<file path="config.mk">
export PLATFORM = sky130hd
export DESIGN_NAME = burst_addr_seq
export DESIGN_NICKNAME = d
export VERILOG_FILES = /design/src/rtl/burst_seq_pkg.sv /design/src/rtl/burst_beat_ctr.sv /design/src/rtl/burst_base_reg.sv /design/src/rtl/burst_order_map.sv /design/src/rtl/burst_addr_seq.sv
export SDC_FILE = /design/constraint.sdc
export NUM_CORES = 1
export LEC_CHECK = 0
export ABC_AREA = 1
export BUFFER_PORTS_ARGS = -buffer_cell sky130_fd_sc_hd__buf_2
export CAP_MARGIN = 25
export CORE_ASPECT_RATIO = 0.9
export CORE_MARGIN = 2
export CORE_UTILIZATION = 40
export CTS_BUF_LIST = sky130_fd_sc_hd__clkbuf_4 sky130_fd_sc_hd__clkbuf_8
export DETAILED_ROUTE_END_ITERATION = 16
export GPL_TIMING_DRIVEN = 0
export MAX_ROUTING_LAYER = met4
export PLACE_DENSITY = 0.68
export SETUP_SLACK_MARGIN = 0.1
export SYNTH_ARGS = -nofsm -noshare
export SYNTH_HDL_FRONTEND = slang
export SYNTH_SLANG_ARGS = --single-unit
</file>
<file path="constraint.sdc">
create_clock -name clk -period 1.42 [get_ports clk]
set_clock_uncertainty 0.2 [all_clocks]
set_input_delay 0.284 -clock clk [delete_from_list [all_inputs] [get_ports clk]]
set_output_delay 0.284 -clock clk [all_outputs]
set_load 0.03 [all_outputs]
</file>
<file path="src/rtl/burst_seq_pkg.sv">
package burst_seq_pkg;
  localparam int BEAT_W = 2;
  typedef logic [BEAT_W-1:0] beat_t;

  typedef enum logic {
    ORD_LINEAR     = 1'b0,
    ORD_INTERLEAVE = 1'b1
  } order_e;

  // Linear order: beat count added to start, wrapping within the group.
  function automatic beat_t lin_beat(beat_t start, beat_t cnt);
    return beat_t'(start + cnt);
  endfunction

  // Interleaved order: start XORed with the beat count.
  function automatic beat_t ilv_beat(beat_t start, beat_t cnt);
    return start ^ cnt;
  endfunction
endpackage

</file>
<file path="src/rtl/burst_beat_ctr.sv">
module burst_beat_ctr
  import burst_seq_pkg::*;
(
  input  logic  clk,
  input  logic  rst_n,
  input  logic  restart,
  input  logic  step,
  output beat_t beat
);
  // Named event: the counter rolls over from the last beat to the first.
  logic wrap_evt;
  assign wrap_evt = step && !restart && (beat == '1);

  always_ff @(posedge clk or negedge rst_n) begin
    if (!rst_n)       beat <= '0;
    else if (restart) beat <= '0;
    else if (step)    beat <= beat_t'(beat + 1'b1);
  end

  // after the last beat the count returns to zero
  a_r6_beat_wrap: assert property (@(posedge clk) disable iff (!rst_n)
    wrap_evt |=> (beat == '0));
  // a restart always begins at beat zero
  a_r2_restart_zero: assert property (@(posedge clk) disable iff (!rst_n)
    restart |=> (beat == '0));
  // no step and no restart means the count holds
  a_r8_beat_hold: assert property (@(posedge clk) disable iff (!rst_n)
    (!step && !restart) |=> $stable(beat));
endmodule

</file>
<file path="src/rtl/burst_base_reg.sv">
module burst_base_reg #(
  parameter int ADDR_W = 8
) (
  input  logic              clk,
  input  logic              rst_n,
  input  logic              capture,
  input  logic [ADDR_W-1:0] d,
  output logic [ADDR_W-1:0] q
);
  always_ff @(posedge clk or negedge rst_n) begin
    if (!rst_n)       q <= '0;
    else if (capture) q <= d;
  end

  // a capture stores the presented address
  a_r2_capture: assert property (@(posedge clk) disable iff (!rst_n)
    capture |=> (q == $past(d)));
  // without a capture the stored address never moves
  a_r3_base_fixed: assert property (@(posedge clk) disable iff (!rst_n)
    !capture |=> $stable(q));
endmodule

</file>
<file path="src/rtl/burst_order_map.sv">
module burst_order_map
  import burst_seq_pkg::*;
#(
  parameter bit ALLOW_ILV = 1'b1
) (
  input  beat_t start,
  input  beat_t beat,
  input  logic  order_ilv,
  output beat_t lo
);
  beat_t lin_lo;
  assign lin_lo = lin_beat(start, beat);

  generate
    if (ALLOW_ILV) begin : g_both
      beat_t ilv_lo;
      assign ilv_lo = ilv_beat(start, beat);
      assign lo = (order_e'(order_ilv) == ORD_INTERLEAVE) ? ilv_lo : lin_lo;
    end else begin : g_lin_only
      logic unused_sel;
      assign unused_sel = order_ilv;
      assign lo = lin_lo;
    end
  endgenerate

  // beat zero always reproduces the start value in either order
  always_comb begin
    a_r4_beat0_start: assert (!(beat == '0) || (lo == start));
  end
endmodule

</file>
<file path="src/rtl/burst_addr_seq.sv">
module burst_addr_seq
  import burst_seq_pkg::*;
#(
  parameter int ADDR_W    = 8,
  parameter bit ALLOW_ILV = 1'b1
) (
  input  logic              clk,
  input  logic              rst_n,
  input  logic              clk_en,
  input  logic              advance,
  input  logic              chip_sel,
  input  logic              order_ilv,
  input  logic [ADDR_W-1:0] ext_addr,
  output logic [ADDR_W-1:0] cur_addr,
  output logic              burst_active
);
  localparam int HI_W = ADDR_W - BEAT_W;

  // Named internal events
  logic load_req, load_ok, cancel_evt, step_ok, idle_adv;
  assign load_req   = clk_en && !advance;
  assign load_ok    = load_req && chip_sel;
  assign cancel_evt = load_req && !chip_sel;
  assign step_ok    = clk_en && advance && burst_active;
  assign idle_adv   = clk_en && advance && !burst_active;

  logic [ADDR_W-1:0] base_q;
  beat_t             beat_q;
  beat_t             lo_bits;

  burst_base_reg #(.ADDR_W(ADDR_W)) u_base (
    .clk     (clk),
    .rst_n   (rst_n),
    .capture (load_ok),
    .d       (ext_addr),
    .q       (base_q)
  );

  burst_beat_ctr u_ctr (
    .clk     (clk),
    .rst_n   (rst_n),
    .restart (load_ok),
    .step    (step_ok),
    .beat    (beat_q)
  );

  burst_order_map #(.ALLOW_ILV(ALLOW_ILV)) u_map (
    .start     (base_q[BEAT_W-1:0]),
    .beat      (beat_q),
    .order_ilv (order_ilv),
    .lo        (lo_bits)
  );

  always_ff @(posedge clk or negedge rst_n) begin
    if (!rst_n)          burst_active <= 1'b0;
    else if (load_ok)    burst_active <= 1'b1;
    else if (cancel_evt) burst_active <= 1'b0;
  end

  assign cur_addr = {base_q[ADDR_W-1:BEAT_W], lo_bits};

  // reset clears the outputs
  a_r1_reset_clear: assert property (@(posedge clk)
    !rst_n |=> (!burst_active && cur_addr == '0));
  // a valid load is visible at the port on the next cycle
  a_r2_load_visible: assert property (@(posedge clk) disable iff (!rst_n)
    load_ok |=> (burst_active && cur_addr == $past(ext_addr)));
  // stepping keeps the upper bits
  a_r3_upper_fixed: assert property (@(posedge clk) disable iff (!rst_n)
    step_ok |=> (cur_addr[ADDR_W-1:BEAT_W] == $past(cur_addr[ADDR_W-1:BEAT_W])));
  // linear steps move the low bits by one, modulo 4
  a_r4_linear_step: assert property (@(posedge clk) disable iff (!rst_n)
    (step_ok && !order_ilv) |=>
      (order_ilv || cur_addr[BEAT_W-1:0] == beat_t'($past(cur_addr[BEAT_W-1:0]) + 1'b1)));
  // a deselected load drops the flag and keeps the address
  a_r7_cancel: assert property (@(posedge clk) disable iff (!rst_n)
    cancel_evt |=> (!burst_active && $stable(base_q) && $stable(beat_q)));
  // a suspended clock freezes the flag
  a_r8_suspend: assert property (@(posedge clk) disable iff (!rst_n)
    !clk_en |=> ($stable(burst_active) && $stable(base_q) && $stable(beat_q)));
  // an advance while idle leaves the state alone
  a_r9_idle_adv: assert property (@(posedge clk) disable iff (!rst_n)
    idle_adv |=> ($stable(base_q) && $stable(beat_q) && !burst_active));
  // the upper field has a fixed width
  if (HI_W < 1) begin : g_bad_width
    initial a_r3_width_ok: assert (HI_W >= 1);
  end
endmodule

</file>
* After elaboration in Yosys (flattened, before gate mapping)
Index checks and enable logic that the tools add are counted.
Operators by class: add/sub/neg operators 2, muxes and demuxes 5, bitwise operators 1, reductions and logical operators 9
Operators by type and width (number):
- $mux W2 | 3
- $logic_and A1 B1 Y1 | 5
- $reduce_bool A2 Y1 | 2
- $add A2 B1 Y2 const B | 1
- $add A2 B2 Y2 | 1
- $logic_not A1 Y1 | 2
- $mux W1 | 2
- $xor A2 B2 Y2 | 1
Word-level totals: flip-flop bits (word level) 11, input bits 14, output and inout bits 9, logic and storage cells 20

* Logic depth before layout (Yosys ltp)
Gate-level depths: netlist of the first run.
word-level depth 5, mapped depth 7, gate-level depth less buffers 7

* Modules after synthesis
A second synthesis of the first run with hierarchy kept.
Second synthesis, totals: cells, all modules 68, area total of the unflattened synthesis 514.2 µm²
By module, submodules not included:
- burst_base_reg | times used 1, cells each 34, area each 305.3 µm², sequential area each 200.2 µm²
- burst_beat_ctr | times used 1, cells each 11, area each 86.3 µm², sequential area each 50.0 µm²
- burst_order_map | times used 1, cells each 15, area each 67.6 µm², sequential area each 0.0 µm²
- burst_addr_seq | times used 1, cells each 8, area each 55.1 µm², sequential area each 25.0 µm²

* Worst setup path after synthesis of the first run
OpenSTA, ideal clock, no wires.
kind reg2out, start point register u_ctr.beat[0], end point output cur_addr[1], arrival time 0.980 ns, required time 0.936 ns, slack -0.044 ns, stages on the path, launching flop included 8, path buffers 0, cells stage by stage dfrtp_1 > ha_1 > inv_1 > nor2_1 > inv_1 > nand2_1 > nand2_1 > inv_1
Between the ends: cells in the longest elaborated chain, start to end 2
RTL lines:
- start: declaration | line burst_beat_ctr.sv:8 | output beat_t beat
- start signal: assignment | line burst_beat_ctr.sv:17 | else if (step) beat <= beat_t'(beat + 1'b1);
- $add A2 B2 Y2 | line burst_seq_pkg.sv:12 | return beat_t'(start + cnt);
- $mux W2 | line burst_order_map.sv:18 | assign lo = (order_e'(order_ilv) == ORD_INTERLEAVE) ? ilv_lo : lin_lo;
- end: declaration | line burst_addr_seq.sv:14 | output logic [ADDR_W-1:0] cur_addr,
No other way between the ends.

* Final worst setup path of the first run
start point register u_base.q[0], end point output cur_addr[1]
Between the ends: cells in the longest elaborated chain, start to end 2
RTL lines:
- start: declaration | line burst_base_reg.sv:8 | output logic [ADDR_W-1:0] q
- start signal: assignment | line burst_base_reg.sv:11 | if (!rst_n) q <= '0;
- start signal: assignment | line burst_base_reg.sv:12 | else if (capture) q <= d;
- $add A2 B2 Y2 | line burst_seq_pkg.sv:12
- $mux W2 | line burst_order_map.sv:18
No other way between the ends.

==> results.cfg, run 1 <==
[run_status]
status = finished, violations left
violations = negative setup slack

[clock_tree]
htreeDepth = 1
max-clock-path-buffers = 2
clk_latency_ns = 0.26
clk_pin_slew_ns = 0.07
cts_buffers = 3
tritoncts = built
cts_sinks = 11
cts-root-buf = clkbuf_4

[timing]
hold_viol_final = 0
post-route-period-util_pct = 121.3
relSlewSlack_pct = 83.70
grt_setup_unrepaired = yes
hold_slack_ns = 0.05114
max_slew.worst_pin.slew_ns = 0.2445
period_minus_slack_ns = 1.723
drv_slew = 0
setup_viol = 2
finalWorstSetupSlack_ns = -0.3026
fmaxAchievable_mhz = 580.5

[detailed_routing]
vias_per_cell = 4.440
dr.pass1.iters = 2
avgRoutedWirePerCell_um = 9.983
vias = 515
finalWirelength_um = 1158
drcViolationCount = 0
antenna_left = 0
drtIter0Drc = 1

[critical_path]
crit_path_max_fanout = 2
crit_family = flip-flops
crit_type = flop to output port
path_buf_inv = 4
required_ns = 0.94
setup.worst_path.start_class = flop
worst_ep_arrival_time_ns = 1.24
end_kind = output port
max_stage_delay_ns = 0.36
crit_slowest_cell = dfrtp_1
crit_chain = ha_2, inv_2, nor2_2, inv_1, nand2_1, nand2_1, inv_2, buf_6

[final_layout]
utilization_pct = 58.72
drive_above_1_share_pct = 46.53
layout_commonest_cell = nand2_1
antennaDiodeCount = 0
syn_to_final_growth_pct = 36.58
final_nets = 117
mostFrequentLayoutCells = nand2_1, inv_1, buf_2

[global_routing]
grt_max_degree = 12
antenna_found_initial = 0
grt_pass1_wl_um = 2104
grt_pass1_vias = 507
grtUsageTotal_pct = 15.79
overflow = 0

[worst_hold_path]
hold_class = primary input to flop

[die]
die_w_um = 45.81
io_pins = 23
start_util_pct = 42.99
rows = 13
die-area_um2 = 1907
core_area_um2 = 1464
die_h_um = 41.63

[placement]
place_congestion = 0.6606
pre_cts_slack_ns = -0.1440
portBuffers = 22
hpwlAfterDp_um = 856

[power]
max-vdd-ir-drop_uv = 526.2
pwr-share-comb_pct = 41.2
p_sw_share_pct = 34.82
p_per_area_nw_per_um2 = 1261
power.leakage_nw = 0.4998
finalPower_mw = 1.084
p_switching_uw = 377.5
power.share.clock_pct = 21.3
seqPwrFrac_pct = 37.5
p_int_uw = 706.5

[synthesis]
yosysTopAreaCellShare_pct = 43.74
postSynthCellCount = 74
synth_area_leaders = dfrtp_1, o21ai_2, nand2_1, inv_1, buf_4
synth_seq_cells = 11
synthDistinctLibCells = 12
synth_seq_area_share_pct = 43.74
syn_avg_cell_area_um2 = 8.505
synth_area_um2 = 629.4
synth_area_leader_cell = dfrtp_1
syn_nets = 89
yosysWarnings = 0

[job]
maxCapViolCount = 0
==> kinds of logic after synthesis <==
kind of cell | after synthesis | synth area share (%)
buf+inv | 24 | 21.27
simple gates | 29 | 21.07
compound gates | 9 | 11.93
fa+ha+maj | 1 | 1.988
flops | 11 | 43.74
==> layer usage <==
metal / routed length, µm / GRT usage [%] / share of wire (%)
met5: 0 / - / 0
met4: 25 / 6.857 / 2.2
met1: 541 / 21.88 / 47
met2: 537 / 21.69 / 46
met3: 53 / 3.913 / 4.6
==> cell usage after synthesis <==
library cell and n:
nor2_1 4, o21ai_2 8, o21ai_0 1, nand2_1 18
dfrtp_1 11, buf_8 1, clkbuf_8 1, nand3_1 6
inv_1 16, ha_1 1, nand3b_4 1, buf_4 6
==> path summary, 6_finish.rpt <==
kind	startpoint	end	slack (ns)	cells past startpoint
min in group asynchronous	rst_n	u_base.q[4]$_DFFE_PN0P_	0.22	2
worst max register to register	u_ctr.beat[0]$_DFFE_PN0P_	u_ctr.beat[1]$_DFFE_PN0P_	0.21	6
max in group asynchronous	rst_n	u_base.q[2]$_DFFE_PN0P_	0.60	2
worst min register to register	u_base.q[4]$_DFFE_PN0P_	u_base.q[4]$_DFFE_PN0P_	0.31	2
worst min-delay path	ext_addr[7]	u_base.q[7]$_DFFE_PN0P_	0.05	3
worst max-delay path	u_base.q[0]$_DFFE_PN0P_	cur_addr[1]	-0.30	8
==> tightest hold or removal path: cells and delay by family <==
| kind | cells | cell delay (ns) |
|---|---|---|
| buf+inv | 2 | 0.14 |
| compound gates | 1 | 0.05 |
==> sequential cells by signal, indices dropped and copies added, names as in the netlist <==
signal / cells
u_base.q: 8
u_ctr.beat: 2
burst_active: 1
==> layout make-up <==
| class | count | area [µm²] |
|---|---|---|
| fill | 150 | 604.3 |
| multi-input combinational | 39 | 225.2 |
| inverter | 16 | 60.06 |
| buffer | 2 | 28.78 |
| timing repair buffer | 29 | 221.5 |
| sequential | 11 | 275.3 |
| clock buffer | 4 | 30.03 |
| tap | 15 | 18.77 |
==> power groups by stage <==
stage               combinational, mW  clock [mW]  sequential, mW
floorplan                       0.275           0           0.409
global placement                0.355           0           0.410
detailed placement              0.363           0           0.411
CTS                             0.430       0.242           0.405
global route                    0.491       0.259           0.413
finish                          0.447       0.231           0.406
==> what timing repair did <==
action / in CTS / in global routing
endpoints found under the hold margin: 11 / 0
endpoints found under the setup margin: 9 / 8
setup buffers: 4 / 2
hold buffers: 1 / 0
resized for setup: 17 / 4
==> per-stage QoR <==
stage	instances	TNS [ns]	area [µm²]
after floorplan	74	0	629.4
after global placement	111	-0.1202	758.2
after detailed placement	111	-0.1440	758.2
after CTS	114	-0.5181	835.8
after global routing	116	-0.5761	859.6
final	116	-0.4706	859.6
(Power assumes the default switching activity.)
==> run 2: changes to the inputs <==
- CELL_PAD_IN_SITES_DETAIL_PLACEMENT: default -> 1
- CELL_PAD_IN_SITES_GLOBAL_PLACEMENT: default -> 1
- CORE_UTILIZATION: 40 -> 35
- PLACE_DENSITY: 0.68 -> 0.8
==> results.cfg, run 2 (synthesis results as in run 1) <==
[final_layout]
stdcell_count = 127
drive_above_1_share_pct = 45.63
utilization_pct = 52.53
regMostFlops = u_base.q
largest_reg_flops = 8
layout_commonest_cell = nand2_1
mostFrequentLayoutCells = nand2_1, inv_1, buf_2
nFillCells = 213
antennaDiodeCount = 0
final_nets = 119
stdcell_area_um2 = 883.3
syn_to_final_growth_pct = 40.36
reg_top3 = u_base.q: 8 flops, u_ctr.beat: 2 flops, burst_active: 1 flops

[job]
maxCapViolCount = 0

[timing]
post-route-period-util_pct = 123.0
drv_slew = 0
relSlewSlack_pct = 83.41
max_slew.worst_pin.slew_ns = 0.2488
hold_slack_ns = 0.05195
fmaxAchievable_mhz = 572.3
setup_viol = 2
period_minus_slack_ns = 1.747
grt_setup_unrepaired = yes
fin_tns_setup_ns = -0.4819
finalWorstSetupSlack_ns = -0.3273
hold_viol_final = 0

[clock_tree]
cts_buffers = 3
clk_pin_slew_ns = 0.07
cts-root-buf = clkbuf_4
tritoncts = built
cts_sinks = 11
clk_latency_ns = 0.27
htreeDepth = 1
max-clock-path-buffers = 2

[detailed_routing]
vias_per_cell = 4.378
vias = 556
dr.pass1.iters = 2
antenna_left = 0
avgRoutedWirePerCell_um = 11.18
finalWirelength_um = 1420
drtIter0Drc = 1
drcViolationCount = 0

[global_routing]
grt_pass1_wl_um = 2394
antenna_found_initial = 0
overflow = 0
grt_max_degree = 12
grtUsageTotal_pct = 15.67
grt_pass1_vias = 576

[critical_path]
reg2regPathDepth = 5
crit_type = flop to output port
end_kind = output port
cp-startpoint = u_base.q[0]$_DFFE_PN0P_
crit_end = cur_addr[1]
worst_ep_arrival_time_ns = 1.26
crit_path_max_fanout = 2
r2r_start = burst_active$_DFFE_PN0P_
setup.worst_path.start_class = flop
r2r-end = u_ctr.beat[0]$_DFFE_PN0P_
required_ns = 0.94
r2r_slack_ns = 0.29

[placement]
hpwlAfterDp_um = 1034
place_congestion = 0.7043
portBuffers = 22
pre_cts_slack_ns = -0.1953
dpl-instance-area_um2 = 769.5
placedCellCount = 120

[power]
max-vdd-ir-drop_uv = 637.4
finalPower_mw = 1.104
p_per_area_nw_per_um2 = 1249
power.leakage_nw = 0.5117

[die]
die-area_um2 = 2154
rows = 14
die_h_um = 44.23
die_w_um = 48.70
start_util_pct = 37.43
io_pins = 23
core_area_um2 = 1682

[worst_hold_path]
hold_class = primary input to flop

[run_status]
status = finished, violations left
violations = negative setup slack
-- run 2: area by class of cell --
class | instances | area [µm²] | share of cell area (%)
Inverter | 16 | 60.06 | 6.799
Clock buffer | 4 | 30.03 | 3.399
Tap cell | 24 | 30.03 | 3.399
Timing Repair Buffer | 31 | 236.5 | 26.77
Sequential cell | 11 | 275.3 | 31.16
Buffer | 2 | 28.78 | 3.258
Multi-Input combinational cell | 39 | 222.7 | 25.21
-- run 2: power by group --
group          switching, mW  internal [mW]  leakage, nW
clock network          0.103          0.128       0.0184
registers             0.0408          0.366        0.139
logic                  0.247          0.219        0.355
-- run 2: repair_timing --
item                                    4_1_cts  5_1_grt
hold endpoints to repair                     11        0
endpoints found under the setup margin        9        8
hold buffers                                  1        0
setup buffers                                 4        4
cloned                                        0        0
gates resized for setup                      18        1
-- run 2: critical path, stage by stage, from the launching register on --
cell     delay [ns]
dfrtp_1        0.38
ha_1           0.19
inv_1          0.06
nor2_2         0.04
inv_1          0.05
nand2_1        0.05
nand2_1        0.06
inv_2          0.04
buf_6          0.13
-- run 2: worst min-delay path by stage --
| stage | from | end | slack, ns | cells past startpoint |
|---|---|---|---|---|
| floorplan | rst_n | burst_active$_DFFE_PN0P_ | -0.21 | 0 |
| global placement | rst_n | u_base.q[4]$_DFFE_PN0P_ | -0.03 | 1 |
| CTS | ext_addr[3] | u_base.q[3]$_DFFE_PN0P_ | 0.05 | 3 |
| global route | ext_addr[7] | u_base.q[7]$_DFFE_PN0P_ | 0.05 | 3 |
| detailed placement | rst_n | u_base.q[5]$_DFFE_PN0P_ | -0.03 | 1 |
| finish | ext_addr[4] | u_base.q[4]$_DFFE_PN0P_ | 0.05 | 3 |
-- run 2: routing by layer --
| layer | up-vias | track usage [%] | wire length [µm] |
|---|---|---|---|
| met5 | - | - | 0 |
| met4 | 0 | 6.857 | 22 |
| met3 | 5 | 4.392 | 63 |
| met2 | 15 | 29.04 | 810 |
| met1 | 261 | 15.67 | 524 |
| li1 | 275 | - | - |
==> run 3: changes to the inputs <==
- CORE_UTILIZATION: 35 -> 32
- SYNTH_HIERARCHICAL: default -> 1
==> results.cfg, run 3 <==
[critical_path]
crit_type = flop to output port
end_kind = output port
path_buf_inv = 2
crit_slowest_cell = dfrtp_1
r2r_slack_ns = 0.18
crit_family = flip-flops
required_ns = 0.94
crit_path_max_fanout = 2
crit_chain = ha_4, nand2_1, nand3_1, nand2_1, inv_2, buf_6
max_stage_delay_ns = 0.41
setup.worst_path.start_class = flop
r2r-end = u_ctr/beat[1]$_DFFE_PN0P_
reg2regPathDepth = 4
worst_ep_arrival_time_ns = 1.21
cpMostUsedCell = nand2_1
r2r_start = burst_active$_DFFE_PN0P_

[worst_hold_path]
hold_end = u_base/q[2]$_DFFE_PN0P_
holdPathStages = 3
min_from = ext_addr[2]
hold_class = primary input to flop

[clock_tree]
clk_latency_ns = 0.26
clk_pin_slew_ns = 0.07
tritoncts = built
max-clock-path-buffers = 2
htreeDepth = 1
cts_sinks = 11
cts-root-buf = clkbuf_4
cts_buffers = 3

[run_status]
violations = negative setup slack
status = finished, violations left

[detailed_routing]
finalWirelength_um = 1378
avgRoutedWirePerCell_um = 11.39
dr.pass1.iters = 3
antenna_left = 0
drtIter0Drc = 5
vias_per_cell = 4.190
vias = 507
drcViolationCount = 0

[final_layout]
regMostFlops = u_base/q
layout_commonest_cell = nand2_1
final_nets = 115
antennaDiodeCount = 0
largest_reg_flops = 8
syn_to_final_growth_pct = 55.23
utilization_pct = 53.93
drive_above_1_share_pct = 38.38
mostFrequentLayoutCells = nand2_1, buf_2, dfrtp_1
stdcell_area_um2 = 798.3
reg_top3 = u_base/q: 8 flops, u_ctr/beat: 2 flops, burst_active: 1 flops

[synthesis]
syn_nets = 83
synthArstFlopShare_pct = 100.0
yosysMostFrequentCell = nand2_1
synth_seq_area_share_pct = 53.53
yosysWarnings = 6
yosysTopAreaCellShare_pct = 53.53
postSynthCellCount = 68
ys.flop_type = dfrtp_1
synth_seq_cells = 11
netlist_top_cells_count = nand2_1, dfrtp_1, inv_1
synth_area_leaders = dfrtp_1, nand2_1, inv_1, nand3_1, nor2_1
synth_area_um2 = 514.2
synthDistinctLibCells = 10
synth_area_leader_cell = dfrtp_1
synth_edf_count = 0
syn_avg_cell_area_um2 = 7.562

[global_routing]
overflow = 0
grt_pass1_vias = 520
grt_pass1_wl_um = 2201
met1_usage_pct = 18.13
grt_use_met2_pct = 26.94
grt_max_degree = 12
grtUsageTotal_pct = 16.27
grt_most_used_layer = met2
antenna_found_initial = 0
grt_use_met3_pct = 3.879

[die]
die_w_um = 46.26
start_util_pct = 34.74
core_area_um2 = 1480
die-area_um2 = 1944
die_h_um = 42.03
rows = 13
io_pins = 23

[placement]
portBuffers = 22
place_congestion = 0.6645
hpwlAfterDp_um = 893
dpl-instance-area_um2 = 654.4

[timing]
grt_setup_unrepaired = yes
period_minus_slack_ns = 1.699
max_slew.worst_pin.slew_ns = 0.2644
fmaxAchievable_mhz = 588.6
relSlewSlack_pct = 82.37
drv_slew = 0
setup_viol = 2
hold_slack_ns = 0.01746
finalWorstSetupSlack_ns = -0.2788
hold_viol_final = 0
post-route-period-util_pct = 119.6

[power]
max-vdd-ir-drop_uv = 755.2
power.leakage_nw = 0.4567
p_per_area_nw_per_um2 = 1323

[job]
maxCapViolCount = 0
run 3: stage by stage:
step	TNS (ns)	std cells	power (mW)	setup slack, ns
final	-0.4090	121	1.056	-0.2788
after global routing	-0.5321	121	1.127	-0.3662
after CTS	-0.4593	120	1.018	-0.3141
after detailed placement	-0.1319	112	0.7093	-0.1319
after global placement	-0.09891	112	0.6991	-0.09891
after floorplan	0	68	0.6167	0.06480
run 3: worst max-delay path by stage:
stage | to | from | cells after the start
2_1_floorplan | cur_addr[1] | u_ctr/beat[0]$_DFFE_PN0P_ | 6
3_3_place_gp | cur_addr[1] | u_ctr/beat[0]$_DFFE_PN0P_ | 7
3_5_place_dp | cur_addr[1] | u_ctr/beat[0]$_DFFE_PN0P_ | 7
4_1_cts | cur_addr[1] | u_ctr/beat[0]$_DFFE_PN0P_ | 7
5_1_grt | cur_addr[1] | u_base/q[0]$_DFFE_PN0P_ | 7
6_report | cur_addr[1] | u_base/q[0]$_DFFE_PN0P_ | 6
run 3: power breakdown:
group	switching (mW)	internal, mW
sequential	0.0472	0.366
clock	0.105	0.128
combinational	0.222	0.189
run 3: per-layer routing:
metal	vias up	part of all wire [%]	wire (µm)
li1	266	-	-
met1	227	41	563
met2	12	55	760
met3	2	3.0	41
met4	0	0.87	12
met5	-	0	0
run 3: worst reg2reg max path, cell delays in order (launching register included):
cell and delay, ns:
dfrtp_1 0.41, buf_4 0.15, and3_4 0.19, a21oi_2 0.13, nor2_1 0.05
run 3: layout make-up:
type | instances | area (µm²)
Clock buffer | 4 | 30.03
Tap cell | 22 | 27.53
Timing Repair Buffer | 27 | 202.7
Buffer | 1 | 11.26
Sequential cell | 11 | 275.3
Multi-Input combinational cell | 47 | 217.7
Inverter | 9 | 33.78
Fill cell | 188 | 681.9
run 3: logic make-up after synthesis:
kind of cell | count (synthesis) | share of synthesized area (%)
compound gates | 1 | 0.9723
fa+ha+maj | 1 | 2.433
simple gates | 45 | 34.31
flops | 11 | 53.53
buf+inv | 10 | 8.759
run 3: what timing repair did:
item	CTS	global route
setup endpoints to repair	3	10
hold buffers	1	0
gates cloned	0	0
buffers inserted	3	1
hold endpoints to repair	11	0
gates resized for setup	8	21
pin swaps	3	3
